[config.mk]
export PLATFORM = sky130hd
export DESIGN_NAME = imc_ctrl
export DESIGN_NICKNAME = d
export VERILOG_FILES = /design/src/rtl/imc_pkg.sv /design/src/rtl/imc_cfg_reg.sv /design/src/rtl/imc_take_arb.sv /design/src/rtl/imc_enable_state.sv /design/src/rtl/imc_ctrl.sv
export SDC_FILE = /design/constraint.sdc
export NUM_CORES = 1
export LEC_CHECK = 0
export BUFFER_PORTS_ARGS = -buffer_cell sky130_fd_sc_hd__buf_4
export CAP_MARGIN = 20
export CORE_MARGIN = 3
export CORE_UTILIZATION = 30
export DETAILED_ROUTE_END_ITERATION = 10
export PLACE_DENSITY = 0.66
export REMOVE_ABC_BUFFERS = 1
export SLEW_MARGIN = 20
export SYNTH_ARGS = -nofsm -noshare
export SYNTH_HDL_FRONTEND = slang
export SYNTH_SLANG_ARGS = --single-unit
[constraint.sdc]
create_clock -name clk -period 1.8 [get_ports clk]
set_clock_uncertainty 0.2 [all_clocks]
set_input_delay 0 -clock clk [delete_from_list [all_inputs] [get_ports clk]]
set_output_delay 0 -clock clk [all_outputs]
set_load 0.01 [all_outputs]
[src/rtl/imc_pkg.sv]
package imc_pkg;
  localparam int CFG_W   = 8;
  localparam int CFG_DCE = 0;
  localparam int CFG_CDE = 1;
  localparam int CFG_MDE = 2;
  localparam int CFG_UEN = 3;
  localparam int CFG_USED = 4;
  localparam logic [CFG_W-1:0] CFG_MASK = CFG_W'((1 << CFG_USED) - 1);

  typedef enum logic [1:0] {
    SAVE_NONE = 2'd0,
    SAVE_CRIT = 2'd1,
    SAVE_DBG  = 2'd2,
    SAVE_MCHK = 2'd3
  } save_sel_e;

  typedef struct packed {
    logic ce;
    logic de;
  } en_pair_t;

  typedef struct packed {
    logic dbg_clr_ce;
    logic crit_clr_de;
    logic mchk_clr_de;
    logic unit_en;
  } ctl_t;

  typedef struct packed {
    logic mchk;
    logic crit;
    logic dbg;
  } grant_t;
endpackage

[src/rtl/imc_cfg_reg.sv]
module imc_cfg_reg
  import imc_pkg::*;
#(
  parameter int W = CFG_W
) (
  input  logic         clk,
  input  logic         rst_n,
  input  logic         we,
  input  logic [W-1:0] wdata,
  output logic [W-1:0] rdata,
  output ctl_t         ctl
);
  localparam logic [W-1:0] MASK = W'(CFG_MASK);

  logic [W-1:0] q;

  always_ff @(posedge clk) begin
    if (!rst_n)  q <= '0;
    else if (we) q <= wdata & MASK;
  end

  assign rdata = q;

  always_comb begin
    ctl.unit_en     = q[CFG_UEN];
    ctl.dbg_clr_ce  = q[CFG_DCE] | ~q[CFG_UEN];
    ctl.crit_clr_de = q[CFG_CDE] | ~q[CFG_UEN];
    ctl.mchk_clr_de = q[CFG_MDE] | ~q[CFG_UEN];
  end

  AST_CFG_HOLD: assert property (@(posedge clk) disable iff (!rst_n)
    !we |=> $stable(rdata));
endmodule

[src/rtl/imc_take_arb.sv]
module imc_take_arb
  import imc_pkg::*;
(
  input  logic      clk,
  input  logic      rst_n,
  input  logic      take_dbg,
  input  logic      take_crit_in,
  input  logic      take_wdog,
  input  logic      take_mchk,
  input  logic      unit_en,
  output grant_t    grant,
  output save_sel_e sel
);
  always_comb begin
    grant = '0;
    sel   = SAVE_NONE;
    if (take_mchk) begin
      grant.mchk = 1'b1;
      sel        = SAVE_MCHK;
    end else if (take_crit_in || take_wdog) begin
      grant.crit = 1'b1;
      sel        = SAVE_CRIT;
    end else if (take_dbg) begin
      grant.dbg  = 1'b1;
      sel        = unit_en ? SAVE_DBG : SAVE_CRIT;
    end
  end

  AST_ONE_GRANT: assert property (@(posedge clk) disable iff (!rst_n)
    $onehot0(grant));
  AST_MCHK_WINS: assert property (@(posedge clk) disable iff (!rst_n)
    take_mchk |-> (grant.mchk && !grant.crit && !grant.dbg));
endmodule

[src/rtl/imc_enable_state.sv]
module imc_enable_state
  import imc_pkg::*;
(
  input  logic   clk,
  input  logic   rst_n,
  input  grant_t grant,
  input  ctl_t   ctl,
  input  logic   evt_en,
  input  logic   msr_we,
  input  logic   msr_ce_in,
  input  logic   msr_de_in,
  input  logic   ret_crit,
  input  logic   ret_dbg,
  output logic   ce,
  output logic   de,
  output logic   pend,
  output logic   ill
);
  en_pair_t crit_sv;
  en_pair_t dbg_sv;
  en_pair_t dbg_saved;

  assign ill = ret_dbg & ~ctl.unit_en;

  always_comb begin
    dbg_saved.ce = ce;
    dbg_saved.de = pend ? 1'b0 : de;
  end

  always_ff @(posedge clk) begin
    if (!rst_n) begin
      ce      <= 1'b0;
      de      <= 1'b0;
      pend    <= 1'b0;
      crit_sv <= '0;
      dbg_sv  <= '0;
    end else if (grant.mchk) begin
      if (ctl.mchk_clr_de) de <= 1'b0;
      pend <= pend | (evt_en & de);
    end else if (grant.crit) begin
      crit_sv <= '{ce: ce, de: de};
      ce      <= 1'b0;
      if (ctl.crit_clr_de) de <= 1'b0;
      pend <= pend | (evt_en & de);
    end else if (grant.dbg) begin
      if (ctl.unit_en) dbg_sv  <= dbg_saved;
      else             crit_sv <= dbg_saved;
      if (ctl.dbg_clr_ce) ce <= 1'b0;
      de   <= 1'b0;
      pend <= 1'b0;
    end else if (ret_crit) begin
      ce <= crit_sv.ce;
      de <= crit_sv.de;
    end else if (ret_dbg && ctl.unit_en) begin
      ce <= dbg_sv.ce;
      de <= dbg_sv.de;
    end else if (msr_we) begin
      ce <= msr_ce_in;
      de <= msr_de_in;
    end
  end

  AST_CRIT_CLEARS_CE: assert property (@(posedge clk) disable iff (!rst_n)
    grant.crit |=> !ce);
  AST_MCHK_KEEPS_CE: assert property (@(posedge clk) disable iff (!rst_n)
    grant.mchk |=> $stable(ce));
  AST_DBG_CLEARS_DE: assert property (@(posedge clk) disable iff (!rst_n)
    grant.dbg |=> (!de && !pend));
  AST_PEND_SET: assert property (@(posedge clk) disable iff (!rst_n)
    ((grant.crit || grant.mchk) && evt_en && de) |=> pend);
  AST_ILLEGAL_NO_EFFECT: assert property (@(posedge clk) disable iff (!rst_n)
    (ill && grant == '0 && !ret_crit && !msr_we) |=> ($stable(ce) && $stable(de)));
  AST_IDLE_HOLD: assert property (@(posedge clk) disable iff (!rst_n)
    (grant == '0 && !ret_crit && !ret_dbg && !msr_we) |=> ($stable(ce) && $stable(de)));
  AST_RET_EXCLUSIVE: assert property (@(posedge clk) disable iff (!rst_n)
    !(ret_crit && ret_dbg));
endmodule

[src/rtl/imc_ctrl.sv]
module imc_ctrl
  import imc_pkg::*;
(
  input  logic             clk,
  input  logic             rst_n,
  input  logic             cfg_we,
  input  logic [CFG_W-1:0] cfg_wdata,
  output logic [CFG_W-1:0] cfg_rdata,
  input  logic             msr_we,
  input  logic             msr_ce_in,
  input  logic             msr_de_in,
  input  logic             dbg_evt_en,
  input  logic             take_dbg,
  input  logic             take_crit_in,
  input  logic             take_wdog,
  input  logic             take_mchk,
  input  logic             ret_crit,
  input  logic             ret_dbg,
  output logic             ce,
  output logic             de,
  output logic [1:0]       save_sel,
  output logic             ill_instr,
  output logic             dbg_evt_req
);
  ctl_t      ctl;
  grant_t    grant;
  save_sel_e sel;

  imc_cfg_reg #(.W(CFG_W)) u_cfg (
    .clk   (clk),
    .rst_n (rst_n),
    .we    (cfg_we),
    .wdata (cfg_wdata),
    .rdata (cfg_rdata),
    .ctl   (ctl)
  );

  imc_take_arb u_arb (
    .clk          (clk),
    .rst_n        (rst_n),
    .take_dbg     (take_dbg),
    .take_crit_in (take_crit_in),
    .take_wdog    (take_wdog),
    .take_mchk    (take_mchk),
    .unit_en      (ctl.unit_en),
    .grant        (grant),
    .sel          (sel)
  );

  imc_enable_state u_state (
    .clk       (clk),
    .rst_n     (rst_n),
    .grant     (grant),
    .ctl       (ctl),
    .evt_en    (dbg_evt_en),
    .msr_we    (msr_we),
    .msr_ce_in (msr_ce_in),
    .msr_de_in (msr_de_in),
    .ret_crit  (ret_crit),
    .ret_dbg   (ret_dbg),
    .ce        (ce),
    .de        (de),
    .pend      (dbg_evt_req),
    .ill       (ill_instr)
  );

  assign save_sel = sel;
endmodule

==> results of run 1 <==
[cell usage after synthesis]
master     number
and2b_1         1
nand2_1         7
o2111ai_1       1
nand4b_1        1
buf_4           6
nor2_2          1
nand2b_1        3
nor3_4          1
a21oi_1         2
a32oi_1         1
and3_4          1
a31o_2          1
a21boi_0        1
o21ai_0         2
and3_1          1
a2bb2oi_1       1
nor3_1          1
nor2b_1        10
and4b_1         1
clkbuf_1        2
a21o_2          1
dfxtp_1        11
inv_1           1
conb_1          1
nor4_1          1
mux2i_1         8
o22ai_1         1
a311o_1         1
a2111oi_2       1
a211oi_2        1
nand3_1         1
[sequential cells by signal, indices dropped and copies added (netlist names)]
signal	flops
u_cfg.rdata	4
u_state.de	1
u_state.crit_sv	2
u_state.dbg_sv	2
u_state.pend	1
u_state.ce	1
[metrics by stage]
step | cells | total power, mW | area (µm²) | hold WS [ns]
floorplan | 68 | 0.310 | 624 | -0.0973
global placement | 121 | 0.373 | 853 | 0.0565
detailed placement | 121 | 0.375 | 853 | 0.0673
CTS | 140 | 0.573 | 1030 | 0.0450
global route | 140 | 0.602 | 1030 | 0.0541
finish | 140 | 0.568 | 1030 | 0.0437
[routing by layer]
layer,global-route usage (%),part of all wire (%),up-vias
li1,-,-,334
met1,13.8,39,300
met2,25.8,52,22
met3,1.97,5.3,6
met4,11.9,3.8,0
met5,0,0,-
[layout make-up]
class	count	area, µm²	share of cell area, %
clock buffers	3	22.5	2.18
clock inverters	1	5.00	0.485
inverters	1	3.75	0.364
multi-input cells	56	400	38.8
flip-flops and latches	11	220	21.4
well taps	27	33.8	3.28
repair buffers	41	345	33.5
[critical path, stage by stage, from the launching register on]
cell           delay (ns)
dfxtp_1              0.57
mux2i_1              0.13
dlygate4sd3_1        0.58
nor2b_1              0.10
[worst min path at each step]
stage	startpoint	endpoint	depth (start not counted)
final	ret_dbg	u_state.de	4
after global routing	ret_dbg	u_state.de	4
after CTS	ret_dbg	u_state.de	4
after detailed placement	cfg_wdata[3]	u_cfg.rdata[3]	3
after global placement	cfg_wdata[2]	u_cfg.rdata[2]	3
after floorplan	take_mchk	save_sel[1]	1
[power by group]
part           switching (mW)  leakage, nW  total [mW]  internal, mW
combinational          0.0587        0.341       0.142        0.0834
clock                  0.0847       0.0177       0.167        0.0821
sequential            0.00900       0.0895       0.259         0.250
[cells by family (layout without fill, tap and decap cells)]
logic type | after synthesis | in the layout | synth area share [%]
and+or+nand+nor | 30 | 30 | 28.6
other | 1 | 4 | 0.563
DFF | 11 | 11 | 33.1
AOI/OAI and AO/OA | 14 | 14 | 17.3
muxes | 8 | 8 | 12.0
buffers and inverters | 9 | 46 | 8.46
[what timing repair did]
item,CTS,global route
resized for setup,0,0
setup buffers,0,0
hold endpoints to repair,11,0
hold buffers,15,0
==> impl_metrics.yaml, run 1 <==
setup_path:
  worst_ep_arrival_time_ns: 1.64
  r2r-start: "u_cfg.rdata[3]"
  r2r_setup_slack_ns: 0.17
  r2r_cells: 3
  start_kind: "register"
  crit_fanout: 13
  crit_required_ns: 1.81
  r2r_end: "u_cfg.rdata[3]"
  startpoint: "u_cfg.rdata[3]"
  cp-end-kind: "register"
  crit_end: "u_cfg.rdata[3]"
  crit_type: "register to register"
layout:
  area_delta_synth_final_pct: 54.9
  drive_gt1_share_pct: 32.7
  fin_nets: 135
  nFillCells: 188
  layout_commonest_cell: "buf_4"
  finalCoreUtilization_pct: 51.0
  layout_common_cells: "26 x buf_4, 15 x dlygate4sd3_1, 11 x dfxtp_1"
  antennaDiodeCount: 0
synthesis:
  synthDistinctLibCells: 31
  ys_seq_area_share_pct: 33.1
  yosysTopAreaCell: "dfxtp_1"
  ys_top_cells_by_area: "dfxtp_1 33%, mux2i_1 12%, nor2b_1 9.4%, buf_4 6.8%, nand2_1 3.9%"
  netlist.area_leader.share_pct: 33.1
  yosys_register_bits: 11
  ys_warn_count: 0
  synthCells: 73
  avgSynthCellArea_um2: 9.12
  synth_area_um2: 666
timing:
  clock.fmax_mhz: 614
  setup_viol: 0
  report.final.slew_viol_count: 0
  setup_slack_ns: 0.172
  fin_tns_setup_ns: 0
  rsz0062_at_grt: "no"
  timing.final.hold_violations: 0
  min_period_over_period_pct: 90.5
  finalCriticalPeriod_ns: 1.63
power_and_ir_drop:
  pwr_density_cell_nw_per_um2: 551
  vdd_drop_max_mv: 0.328
  p_leak_nw: 0.448
cts:
  cts.sinks: 11
  cts_max_path_buffers: 2
  cts-root-buf: "clkbuf_4"
  numCtsBuffers: 3
  clock_latency_ns: 0.27
  cts_tree: "yes"
  clkTransAtPathRegs_ns: 0.08
  cts.htree.levels: 1
global_routing:
  track_usage_pct: 14.2
  antenna_found_initial: 0
  grt_max_degree: 14
  grt_pass1_vias: 660
  grt_pass1_wl_mm: 2.81
  overflow: 0
floorplan:
  start_util_pct: 32.9
  die_height_um: 53.1
  die_area_um2: 2820
  rows: 16
  ios: 35
  die_w_um: 53.1
  core_area_um2: 2020
place:
  hpwlAfterDp_mm: 1.20
  io_buffers: 26
  gp_congestion: 0.811
  dp_slack_ns: 0.204
detailed_routing:
  drtIter0Drc: 2
  vias: 662
  wl_mm: 1.82
  dr.pass1.iters: 3
  antenna_left: 0
  remaining_drc_errors: 0
  viasPerCell: 4.73
  wl_per_cell_um: 13.0
run_status:
  status: "finished clean"
run:
  drv_cap: 0
worst_hold_path:
  hold_class: "input port to register"
Note: power is estimated with default switching activity, not from simulation.
==> inputs of run 2 (changes only) <==
--- a/config.mk
+++ b/config.mk
@@ -7,10 +7,12 @@
 export LEC_CHECK = 0
 export BUFFER_PORTS_ARGS = -buffer_cell sky130_fd_sc_hd__buf_4
 export CAP_MARGIN = 20
+export CELL_PAD_IN_SITES_DETAIL_PLACEMENT = 2
+export CELL_PAD_IN_SITES_GLOBAL_PLACEMENT = 2
 export CORE_MARGIN = 3
-export CORE_UTILIZATION = 30
+export CORE_UTILIZATION = 23
 export DETAILED_ROUTE_END_ITERATION = 10
-export PLACE_DENSITY = 0.66
+export PLACE_DENSITY = 0.84
 export REMOVE_ABC_BUFFERS = 1
 export SLEW_MARGIN = 20
 export SYNTH_ARGS = -nofsm -noshare
==> impl_metrics.yaml, run 2 (synthesized netlist as in run 1, its figures left out) <==
run_status:
  status: "finished clean"
timing:
  rsz0062_at_grt: "no"
  finalCriticalPeriod_ns: 1.57
  timing.hold.ws_ns: 0.0114
  min_period_over_period_pct: 87.2
  timing.final.hold_violations: 0
  clock.fmax_mhz: 637
  fin_tns_setup_ns: 0
  setup_viol: 0
  report.final.slew_viol_count: 0
global_routing:
  top_usage_layer: "met2"
  overflow: 0
  antenna_found_initial: 0
  grt_max_degree: 14
  track_usage_pct: 13.2
  met1_usage_pct: 16.4
  use_met3_pct: 2.59
  grt_pass1_vias: 755
  grt_pass1_wl_mm: 3.52
  met2_usage_pct: 22.1
setup_path:
  cp-end-kind: "register"
  crit_fanout: 10
  worst_ep_arrival_time_ns: 1.58
  start_kind: "register"
  crit_type: "register to register"
  crit_required_ns: 1.81
layout:
  antennaDiodeCount: 0
  drive_gt1_share_pct: 33.3
  fin_nets: 136
  area_delta_synth_final_pct: 56.6
  largest_register_ff_count: 4
  layout_common_cells: "27 x buf_4, 15 x dlygate4sd3_1, 10 x nor2b_1, 10 x dfxtp_1, 8 x mux2i_1"
  layout_commonest_cell: "buf_4"
cts:
  cts.sinks: 11
  cts-root-buf: "clkbuf_4"
  clock_latency_ns: 0.28
  clkTransAtPathRegs_ns: 0.07
  numCtsBuffers: 3
  cts_max_path_buffers: 2
  cts.htree.levels: 1
  cts_tree: "yes"
detailed_routing:
  antenna_left: 0
  vias: 681
  remaining_drc_errors: 0
  dr.pass1.iters: 3
  viasPerCell: 4.73
  drtIter0Drc: 5
  wl_per_cell_um: 14.6
  wl_mm: 2.10
worst_hold_path:
  hold_class: "input port to register"
place:
  hpwlAfterDp_mm: 1.57
  gp_congestion: 0.710
  io_buffers: 26
floorplan:
  die_area_um2: 3580
  ios: 35
  core_area_um2: 2610
  rows: 18
  die_height_um: 59.8
  die_w_um: 59.8
  start_util_pct: 25.5
power_and_ir_drop:
  p_leak_nw: 0.451
  vdd_drop_max_mv: 0.327
  pwr_density_cell_nw_per_um2: 558
run:
  drv_cap: 0
## run 2: metal layers
metal	wire (µm)	part of all wire, %
met1	887	42
met2	1020	49
met3	140	6.7
met4	47	2.2
met5	0	0
## run 2: final timing paths
kind                                      from  depth (start not counted)  slack [ns]        endpoint
worst max-delay path            u_cfg.rdata[3]                          4        0.23  u_cfg.rdata[3]
worst min-delay path                    msr_we                          4        0.01      u_state.ce
worst max register to register  u_cfg.rdata[3]                          4        0.23  u_cfg.rdata[3]
worst min register to register      u_state.ce                          2        0.31      u_state.ce
## run 2: final cells by class
class	count	area, µm²
Fill cell	285	1570
Multi-Input combinational cell	56	400
Timing Repair Buffer	42	353
Sequential cell	11	221
Tap cell	30	37.5
Clock buffer	4	26.3
Inverter	1	3.75
## run 2: repair_timing
item / CTS / global route
hold buffers: 15 / 0
hold endpoints to repair: 11 / 0
gates resized for setup: 0 / 1
endpoints found under the setup margin: 0 / 1
setup buffers: 0 / 0
## run 2: critical path, stage by stage, from the launching register on
cell and delay, ns:
dfxtp_2 0.43, buf_4 0.16, mux2i_1 0.06, dlygate4sd3_1 0.55, nor2b_1 0.10
## run 2: metrics by stage
stage | power, mW | instances | utilization, % | area [µm²] | worst slack [ns]
final | 0.582 | 144 | 39.9 | 1040 | 0.230
after global routing | 0.617 | 144 | 39.9 | 1040 | 0.127
after CTS | 0.590 | 144 | 39.8 | 1040 | 0.0883
after detailed placement | 0.383 | 125 | 33.1 | 865 | 0.275
after global placement | 0.377 | 125 | 33.1 | 865 | 0.320
after floorplan | 0.310 | 68 | - | 624 | 0.332
## run 2: where the power goes
group / total (mW) / switching, mW / internal, mW
clock: 0.176 / 0.0901 / 0.0861
sequential: 0.260 / 0.00893 / 0.251
combinational: 0.146 / 0.0610 / 0.0849
total: 0.582 / 0.160 / 0.422
==> inputs of run 3 (changes only) <==
--- a/config.mk
+++ b/config.mk
@@ -12,9 +12,10 @@
 export CORE_MARGIN = 3
 export CORE_UTILIZATION = 23
 export DETAILED_ROUTE_END_ITERATION = 10
-export PLACE_DENSITY = 0.84
+export PLACE_DENSITY = 0.85
 export REMOVE_ABC_BUFFERS = 1
 export SLEW_MARGIN = 20
 export SYNTH_ARGS = -nofsm -noshare
 export SYNTH_HDL_FRONTEND = slang
+export SYNTH_HIERARCHICAL = 1
 export SYNTH_SLANG_ARGS = --single-unit
==> impl_metrics.yaml, run 3 <==
run_status:
  status: "finished, violations left"
  violations: "negative hold slack"
synthesis:
  synth-simple-area-share_pct: 27.0
  synthDistinctLibCells: 28
  yosysMostFrequentCell: "dfxtp_1"
  synthMuxAreaShare_pct: 15.1
  synth-xor-area-share_pct: 0
  ys_top_cells_by_area: "dfxtp_1 33%, mux2i_1 13%, nor2b_1 8.4%, buf_4 6.7%, nand2b_1 3.7%"
  synth_top_family_by_area: "simple AND/OR/NAND/NOR gates"
  yosys_register_bits: 11
  yosysTopAreaCell: "dfxtp_1"
  synth_ff_type: "dfxtp_1"
  synth_adder_area_share_pct: 0
  synth_compound_area_share_pct: 14.0
  avgSynthCellArea_um2: 8.50
  ys_warn_count: 6
  synth_area_um2: 672
  ys_seq_area_share_pct: 32.8
  async_flop_share_pct: 0
  synth-edff-count: 0
  netlist.area_leader.share_pct: 32.8
  synthCells: 79
  synth_common_cells: "11 x dfxtp_1, 9 x mux2i_1, 9 x nor2b_1, 6 x buf_4, 6 x nor2_1"
layout:
  area_delta_synth_final_pct: 55.3
  drive_gt1_share_pct: 30.6
  layout_commonest_cell: "buf_4"
  final_cell_area_um2: 1040
  layout_common_cells: "28 x buf_4, 14 x dlygate4sd3_1, 10 x dfxtp_1"
  fin_cells: 151
  antennaDiodeCount: 0
  fin_nets: 143
  largest_register_ff_count: 4
timing:
  timing.hold.ws_ns: -0.0235
  finalCriticalPeriod_ns: 1.73
  timing.final.hold_violations: 2
  report.final.slew_viol_count: 0
  clock.fmax_mhz: 576
  rsz0062_at_grt: "no"
  min_period_over_period_pct: 96.4
  fin_tns_setup_ns: 0
  setup_viol: 0
cts:
  cts_tree: "yes"
  cts_max_path_buffers: 2
  cts.htree.levels: 1
  numCtsBuffers: 3
  cts-root-buf: "clkbuf_4"
  post-cts-setup-buffers: 0
  cts.sinks: 11
  clock_latency_ns: 0.29
  clkTransAtPathRegs_ns: 0.09
detailed_routing:
  viasPerCell: 4.62
  dr.pass1.iters: 4
  drtIter0Drc: 26
  wl_met3_um: 71
  wl_mm: 2.49
  antenna_left: 0
  wl_met2_mm: 1.29
  vias: 697
  wl_per_cell_um: 16.5
  highest_layer: "met4"
  remaining_drc_errors: 0
  wl_met1_mm: 1.12
setup_path:
  crit_required_ns: 1.78
  r2r_setup_slack_ns: 0.25
  worst_ep_arrival_time_ns: 1.71
  crit_end: "u_state/ce"
  crit_type: "input port to register"
  start_kind: "input port"
  r2r_end: "u_cfg/rdata[3]"
  r2r-start: "u_cfg/rdata[3]"
  crit_fanout: 5
  cp-end-kind: "register"
  r2r_cells: 3
  startpoint: "ret_crit"
power_and_ir_drop:
  pwr-share-clk_pct: 32.3
  p_comb_share_pct: 24.4
  p_leak_nw: 0.463
  pwr_density_cell_nw_per_um2: 580
  netSwitchingPower_uw: 185
  vdd_drop_max_mv: 0.213
  seq_power_share_pct: 43.3
  swShare_pct: 30.6
  p_int_uw: 420
place:
  placed_cells: 133
  io_buffers: 26
  gp_congestion: 0.774
  hpwlAfterDp_mm: 1.54
  place_area_um2: 875
floorplan:
  die_height_um: 60.1
  start_util_pct: 25.5
  core_area_um2: 2640
  die_area_um2: 3610
  die_w_um: 60.1
  ios: 35
  rows: 18
worst_hold_path:
  hold_class: "input port to register"
  hold_path_depth: 4
run:
  drv_cap: 0
global_routing:
  grt_pass1_vias: 764
  grt_max_degree: 13
  grt_pass1_wl_mm: 3.84
  overflow: 0
  antenna_found_initial: 0
  track_usage_pct: 14.2
-- run 3: changes by cell type after synthesis, sizes merged, moves of 2 or more --
cell,delta
clkbuf,-2
a21oi,+2
inv,+3
o21ai,+2
nand2,-2
and2,+2
nor2,+5
-- run 3: area by class of cell --
cell class	instances	area, µm²
clock inverter	1	5.00
tap	30	37.5
fill	308	1590
inverter	4	15.0
multi-input combinational	60	392
clock buffer	3	22.5
sequential	11	221
timing repair buffer	42	350
-- run 3: logic make-up (layout without fill, tap and decap cells) --
logic type / count (synthesis) / after routing
other cells: 1 / 4
compound gates: 14 / 14
flops: 11 / 11
simple gates: 32 / 32
mux: 10 / 10
buf+inv: 11 / 50
-- run 3: power groups by stage --
stage | clock [mW] | combinational [mW] | sequential (mW)
2_1_floorplan | 0 | 0.0476 | 0.267
3_3_place_gp | 0 | 0.112 | 0.266
3_5_place_dp | 0 | 0.115 | 0.267
4_1_cts | 0.192 | 0.143 | 0.261
5_1_grt | 0.208 | 0.160 | 0.264
6_report | 0.196 | 0.147 | 0.262
-- run 3: worst max-delay path: stages --
cell,delay (ns)
dlygate4sd3_1,0.54
buf_4,0.15
or4_1,0.52
a21oi_2,0.20
nor2_1,0.09
a32o_1,0.22
-- run 3: timing repair --
item	CTS	global route
endpoints found under the hold margin	11	0
gates resized for setup	0	1
setup endpoints to repair	0	1
hold buffers	14	0
-- run 3: worst min path at each step --
stage / endpoint / startpoint
floorplan: save_sel[1] / take_mchk
global placement: u_cfg/rdata[3] / cfg_wdata[3]
detailed placement: u_cfg/rdata[3] / cfg_wdata[3]
CTS: u_state/ce / msr_ce_in
global route: u_state/ce / msr_ce_in
finish: u_state/ce / msr_ce_in
-- run 3: layer usage --
layer,GRT usage (%),vias up
met5,0,-
met4,3.80,0
met3,1.30,2
met2,24.2,19
met1,19.1,336
li1,-,340
-- run 3: through the flow --
| stage | hold slack [ns] | power [mW] | setup slack (ns) | util (%) |
|---|---|---|---|---|
| floorplan | -0.0803 | 0.315 | 0.312 | - |
| global placement | 0.0601 | 0.378 | 0.174 | 33.2 |
| detailed placement | 0.0661 | 0.382 | 0.139 | 33.2 |
| CTS | 0.00130 | 0.596 | 0.126 | 39.6 |
| global route | 0.0105 | 0.632 | 0.0499 | 39.6 |
| finish | -0.0235 | 0.605 | 0.0651 | 39.6 |
